## src/rtl/led_status_ctrl.sv

```systemverilog
module led_status_ctrl #(
  parameter int CLK_PER_TICK  = 25000,
  parameter int STRETCH_TICKS = 50,
  parameter int BLINK_TICKS   = 100
) (
  input  logic       clk,
  input  logic       rst_n,
  input  logic [1:0] cfg_mode,
  input  logic       cfg_no_stretch,
  input  logic       link_ok,
  input  logic       speed_100,
  input  logic       act_pulse,
  input  logic       col_pulse,
  input  logic       full_duplex,
  output logic       led_link,
  output logic       led_speed,
  output logic       led_actcol
);
  localparam int PW = (CLK_PER_TICK  < 2) ? 1 : $clog2(CLK_PER_TICK);
  localparam int SW = $clog2(STRETCH_TICKS + 1);
  localparam int BW = (BLINK_TICKS   < 2) ? 1 : $clog2(BLINK_TICKS);

  logic [PW-1:0] pre;
  logic [SW-1:0] act_left, col_left;
  logic [BW-1:0] blink_cnt;
  logic          dark;
  logic          tick, act_eff, col_eff, mode_a, mode_b;

  assign tick = (pre == PW'(CLK_PER_TICK - 1));

  always_ff @(posedge clk) begin
    if (!rst_n)    pre <= '0;
    else if (tick) pre <= '0;
    else           pre <= pre + 1'b1;
  end

  always_ff @(posedge clk) begin
    if (!rst_n) begin
      act_left <= '0;
      col_left <= '0;
    end else begin
      if (act_pulse)                   act_left <= SW'(STRETCH_TICKS);
      else if (tick && act_left != '0) act_left <= act_left - 1'b1;
      if (col_pulse)                   col_left <= SW'(STRETCH_TICKS);
      else if (tick && col_left != '0) col_left <= col_left - 1'b1;
    end
  end

  assign act_eff = cfg_no_stretch ? act_pulse : (act_left != '0);
  assign col_eff = cfg_no_stretch ? col_pulse : (col_left != '0);

  always_ff @(posedge clk) begin
    if (!rst_n || !act_eff) begin
      blink_cnt <= '0;
      dark      <= 1'b0;
    end else if (tick) begin
      if (blink_cnt == BW'(BLINK_TICKS - 1)) begin
        blink_cnt <= '0;
        dark      <= ~dark;
      end else begin
        blink_cnt <= blink_cnt + 1'b1;
      end
    end
  end

  assign mode_a     = cfg_mode[0];
  assign mode_b     = (cfg_mode == 2'b00);
  assign led_speed  = speed_100;
  assign led_link   = link_ok & ~(~mode_a & act_eff & dark);
  assign led_actcol = mode_a ? act_eff : (mode_b ? col_eff : full_duplex);

  AST_LINK_DOWN_DARK: assert property (@(posedge clk) disable iff (!rst_n)
    !link_ok |-> !led_link);

  AST_STRETCH_RELOAD: assert property (@(posedge clk) disable iff (!rst_n)
    act_pulse |=> (act_left == SW'(STRETCH_TICKS)));

  AST_STRETCH_DOWN: assert property (@(posedge clk) disable iff (!rst_n)
    (!act_pulse && act_left != '0) |=> (act_left <= $past(act_left)));

  AST_BLINK_ON_TICK: assert property (@(posedge clk) disable iff (!rst_n)
    (act_eff && $past(act_eff) && dark != $past(dark)) |-> $past(tick));

  AST_FALL_NEEDS_ACT: assert property (@(posedge clk) disable iff (!rst_n)
    (link_ok && $past(link_ok) && $fell(led_link)) |-> (!cfg_mode[0] && act_eff));
endmodule

```

## config.mk

```make
export PLATFORM = sky130hd
export DESIGN_NAME = led_status_ctrl
export DESIGN_NICKNAME = d
export VERILOG_FILES = /design/src/rtl/led_status_ctrl.sv
export SDC_FILE = /design/constraint.sdc
export NUM_CORES = 1
export LEC_CHECK = 0
export BUFFER_PORTS_ARGS = -buffer_cell sky130_fd_sc_hd__buf_2
export CAP_MARGIN = 15
export CORE_ASPECT_RATIO = 1.2
export CORE_UTILIZATION = 40
export DETAILED_ROUTE_END_ITERATION = 7
export HOLD_SLACK_MARGIN = 0.12
export PLACE_DENSITY_LB_ADDON = 0.12
export SETUP_SLACK_MARGIN = 0.4
export SLEW_MARGIN = 20
export SYNTH_ARGS = -nofsm -noshare
export SYNTH_HDL_FRONTEND = slang
export SYNTH_SLANG_ARGS = --single-unit
```

## constraint.sdc

```tcl
create_clock -name clk -period 2.3 [get_ports clk]
set_clock_uncertainty 0.15 [all_clocks]
set_input_delay 0.115 -clock clk [delete_from_list [all_inputs] [get_ports clk]]
set_output_delay 0.115 -clock clk [all_outputs]
set_load 0.01 [all_outputs]
```

==> run summary <==
Pins Over Slew Limit -> 0
register area share after synthesis -> 0.396
PnR worst setup slack -> -0.0217 ns
first drt pass iteration count -> 4
most common library cells after synthesis -> dfxtp_1, nor2_1, a21oi_1, inv_1, nand2_1
Max Cap Viol -> 0
share of power burned in the clock network -> 0.369
clock-pin slew on the worst setup and hold paths -> 0.07 ns
fin area -> 2350 um^2
routed len/inst -> 13.1 um
vias in the first global route -> 1619
first-pass GRT wire length -> 6640 um
mapped cell area -> 1770 um^2
Post-synth EDFFs -> 0
clock tree buffer depth -> 2
ys flop type -> dfxtp_1
Setup-failing EPs final -> 6
post-synthesis simple-gate area fraction -> 0.283
min cycle time layout -> 2.32 ns
P_leak -> 0.851 nW
largest family of logic cells by synthesized area -> simple AND/OR/NAND/NOR gates
share of cells above drive strength 1 -> 0.270
final hold violation count -> 0
Peak Freq -> 431 MHz
Combinational Power Share -> 0.111
ANT nets after route -> 0
die width -> 62.7 um
I/O pin cnt -> 13
Rows -> 26
WP data arrival -> 2.39 ns
Num CTS Buffers -> 5
GR Util All Layers -> 0.184
cell with the most instances after synthesis -> dfxtp_1
largest net degree at the start of global routing -> 14
cell total after placement -> 293
CP Launch Type -> flop
HPWL Detailed -> 2950 um
period utilisation layout -> 1.01
Post-Synth Adder-Cell Area -> 0.0353
core area -> 4260 um^2
post-synth top area share -> 0.396
fin nets -> 278
DIE HEIGHT -> 74.9 um
total gr overflow -> 0
net switching power -> 0.296 mW
CTS tree -> built
worst-path fanout max -> 8
Cells after Synth -> 215
XOR/XNOR share of the synthesized area -> 0.0643
P_int -> 0.916 mW
Synth Area in Compound Gates -> 0.164
Starting Density -> 0.415
port buffer count -> 10
kind of end point of the critical path -> flop
Die ar. -> 4700 um^2
Synth async-reset ratio -> 0
WS Path Type -> reg2reg
placed cell area -> 2030 um^2
routability congestion estimate from global placement -> 0.848
CTS Sinks -> 35
largest area contributor in the netlist -> dfxtp_1
initial antenna violation count -> 0
DR iter-0 viols -> 96
post-synth cell types -> 39
Worst EP required -> 2.37 ns
reg2reg setup slack -> -0.02 ns
Vias/cell -> 5.44
final core occ -> 0.552
Slew HR -> 0.621
aggregate routed wire length -> 4180 um
clk_lat worst skew -> 0.28 ns
Net Sw Frac -> 0.244
worst vdd ir -> 0.396 mV
syn_nets -> 230
worst-margin pin slew -> 0.564 ns
mux contribution to synthesized area -> 0
Vias -> 1734
hold crit path type -> in2reg
Avg Synthesized Cell Area -> 8.23 um^2
area delta synth->final -> 32.9%
Final Non-Filler Cells -> 319
failing checks -> setup timing
unrepaired setup endpoints after global routing -> true
YS warnings -> 0
Clock Tree Root -> clkbuf_8
Flop pwr share -> 0.519
H-tree Lvls -> 2
#FFs+latches synth -> 35
synth top area cells -> dfxtp_1, xnor2_1, a21oi_1, nor2_1, ha_1
PD cells -> 515 nW/um^2
drt drc -> 0
diode count -> 0
status -> finished with violations
## sequential cells by signal, summed over array words and instances (netlist names)
name       flops
dark           1
col_left       6
blink_cnt      7
pre           15
act_left       6
## metrics by stage
step	hold slack [ns]	power, mW	setup TNS, ns	worst slack (ns)
after floorplan	0.101	0.712	0	0.0663
after global placement	0.0801	0.747	-0.0579	-0.0290
after detailed placement	0.0801	0.749	-0.219	-0.0853
after CTS	0.176	1.22	-0.103	-0.0297
after global routing	0.240	1.26	-0.624	-0.105
final	0.201	1.21	-0.0923	-0.0217
## layout make-up
cell class	count	area, um^2
fillers	416	1910
multi-input cells	156	1060
flip-flops and latches	35	706
repair buffers	49	365
clock buffers	6	82.6
well taps	56	70.1
inverters	16	60.1
clock inverters	1	5.00
## worst max-delay path: stages (launching register included)
cell and delay [ns]:
dfxtp_2 0.33, or4_4 0.52, or4_4 0.60, buf_6 0.16, or3_1 0.39, a21oi_2 0.12
## per-layer routing
layer  vias up  GRT usage  wire [um]
li1        877          -          -
met1       829      0.199       1850
met2        22      0.337       2150
met3         6     0.0364        105
met4         0      0.109         71
met5         -          0          0
## kinds of logic after synthesis
| logic type | after synthesis |
|---|---|
| xor gates and xnor gates | 13 |
| buffers and inverters | 24 |
| AOI/OAI and AO/OA | 47 |
| DFF | 35 |
| and+or+nand+nor | 91 |
| adders and majority gates | 5 |
## layout by cell type (no fill, tap or decap), drive strengths merged, types with 2 or more instances in the layout
| cell | synthesis | final |
|---|---|---|
| o21a | 2 | 2 |
| dfxtp | 35 | 35 |
| o21ai | 10 | 10 |
| nand3 | 12 | 12 |
| dlygate4sd3 | 0 | 6 |
| xnor2 | 11 | 11 |
| clkbuf | 5 | 6 |
| nor2 | 19 | 19 |
| or3 | 5 | 5 |
| a21oi | 17 | 17 |
| or4b | 2 | 2 |
| nor4b | 2 | 2 |
| o31ai | 6 | 6 |
| inv | 16 | 16 |
| nand4 | 4 | 4 |
| ha | 5 | 5 |
| nor4 | 5 | 5 |
| o31a | 3 | 3 |
| and4 | 2 | 2 |
| or4 | 6 | 6 |
| and3 | 2 | 2 |
| nor3 | 11 | 11 |
| a31oi | 3 | 3 |
| xor2 | 2 | 2 |
| nand4b | 2 | 2 |
| buf | 3 | 43 |
| nand2 | 14 | 14 |
| nand3b | 2 | 2 |
## power by group through the flow
stage	sequential, mW	combinational, mW	clock [mW]
floorplan	0.642	0.0700	0
global placement	0.643	0.104	0
detailed placement	0.643	0.106	0
CTS	0.629	0.129	0.463
global route	0.631	0.148	0.484
finish	0.629	0.135	0.448
## path summary, 6_finish.rpt
path                        from           to  cells after the start
setup / recovery          pre[6]         dark                      5
hold / removal    cfg_no_stretch         dark                      4
setup reg to reg          pre[6]         dark                      5
hold reg to reg      act_left[0]  act_left[0]                      2
## what timing repair did
item	in CTS	in global routing
setup buffers	12	1
hold buffers	6	0
pin swaps	8	2
gates resized for setup	15	6
endpoints found under the hold margin	14	0
setup endpoints to repair	36	36
No activity file was read; power rests on OpenSTA's default activity.
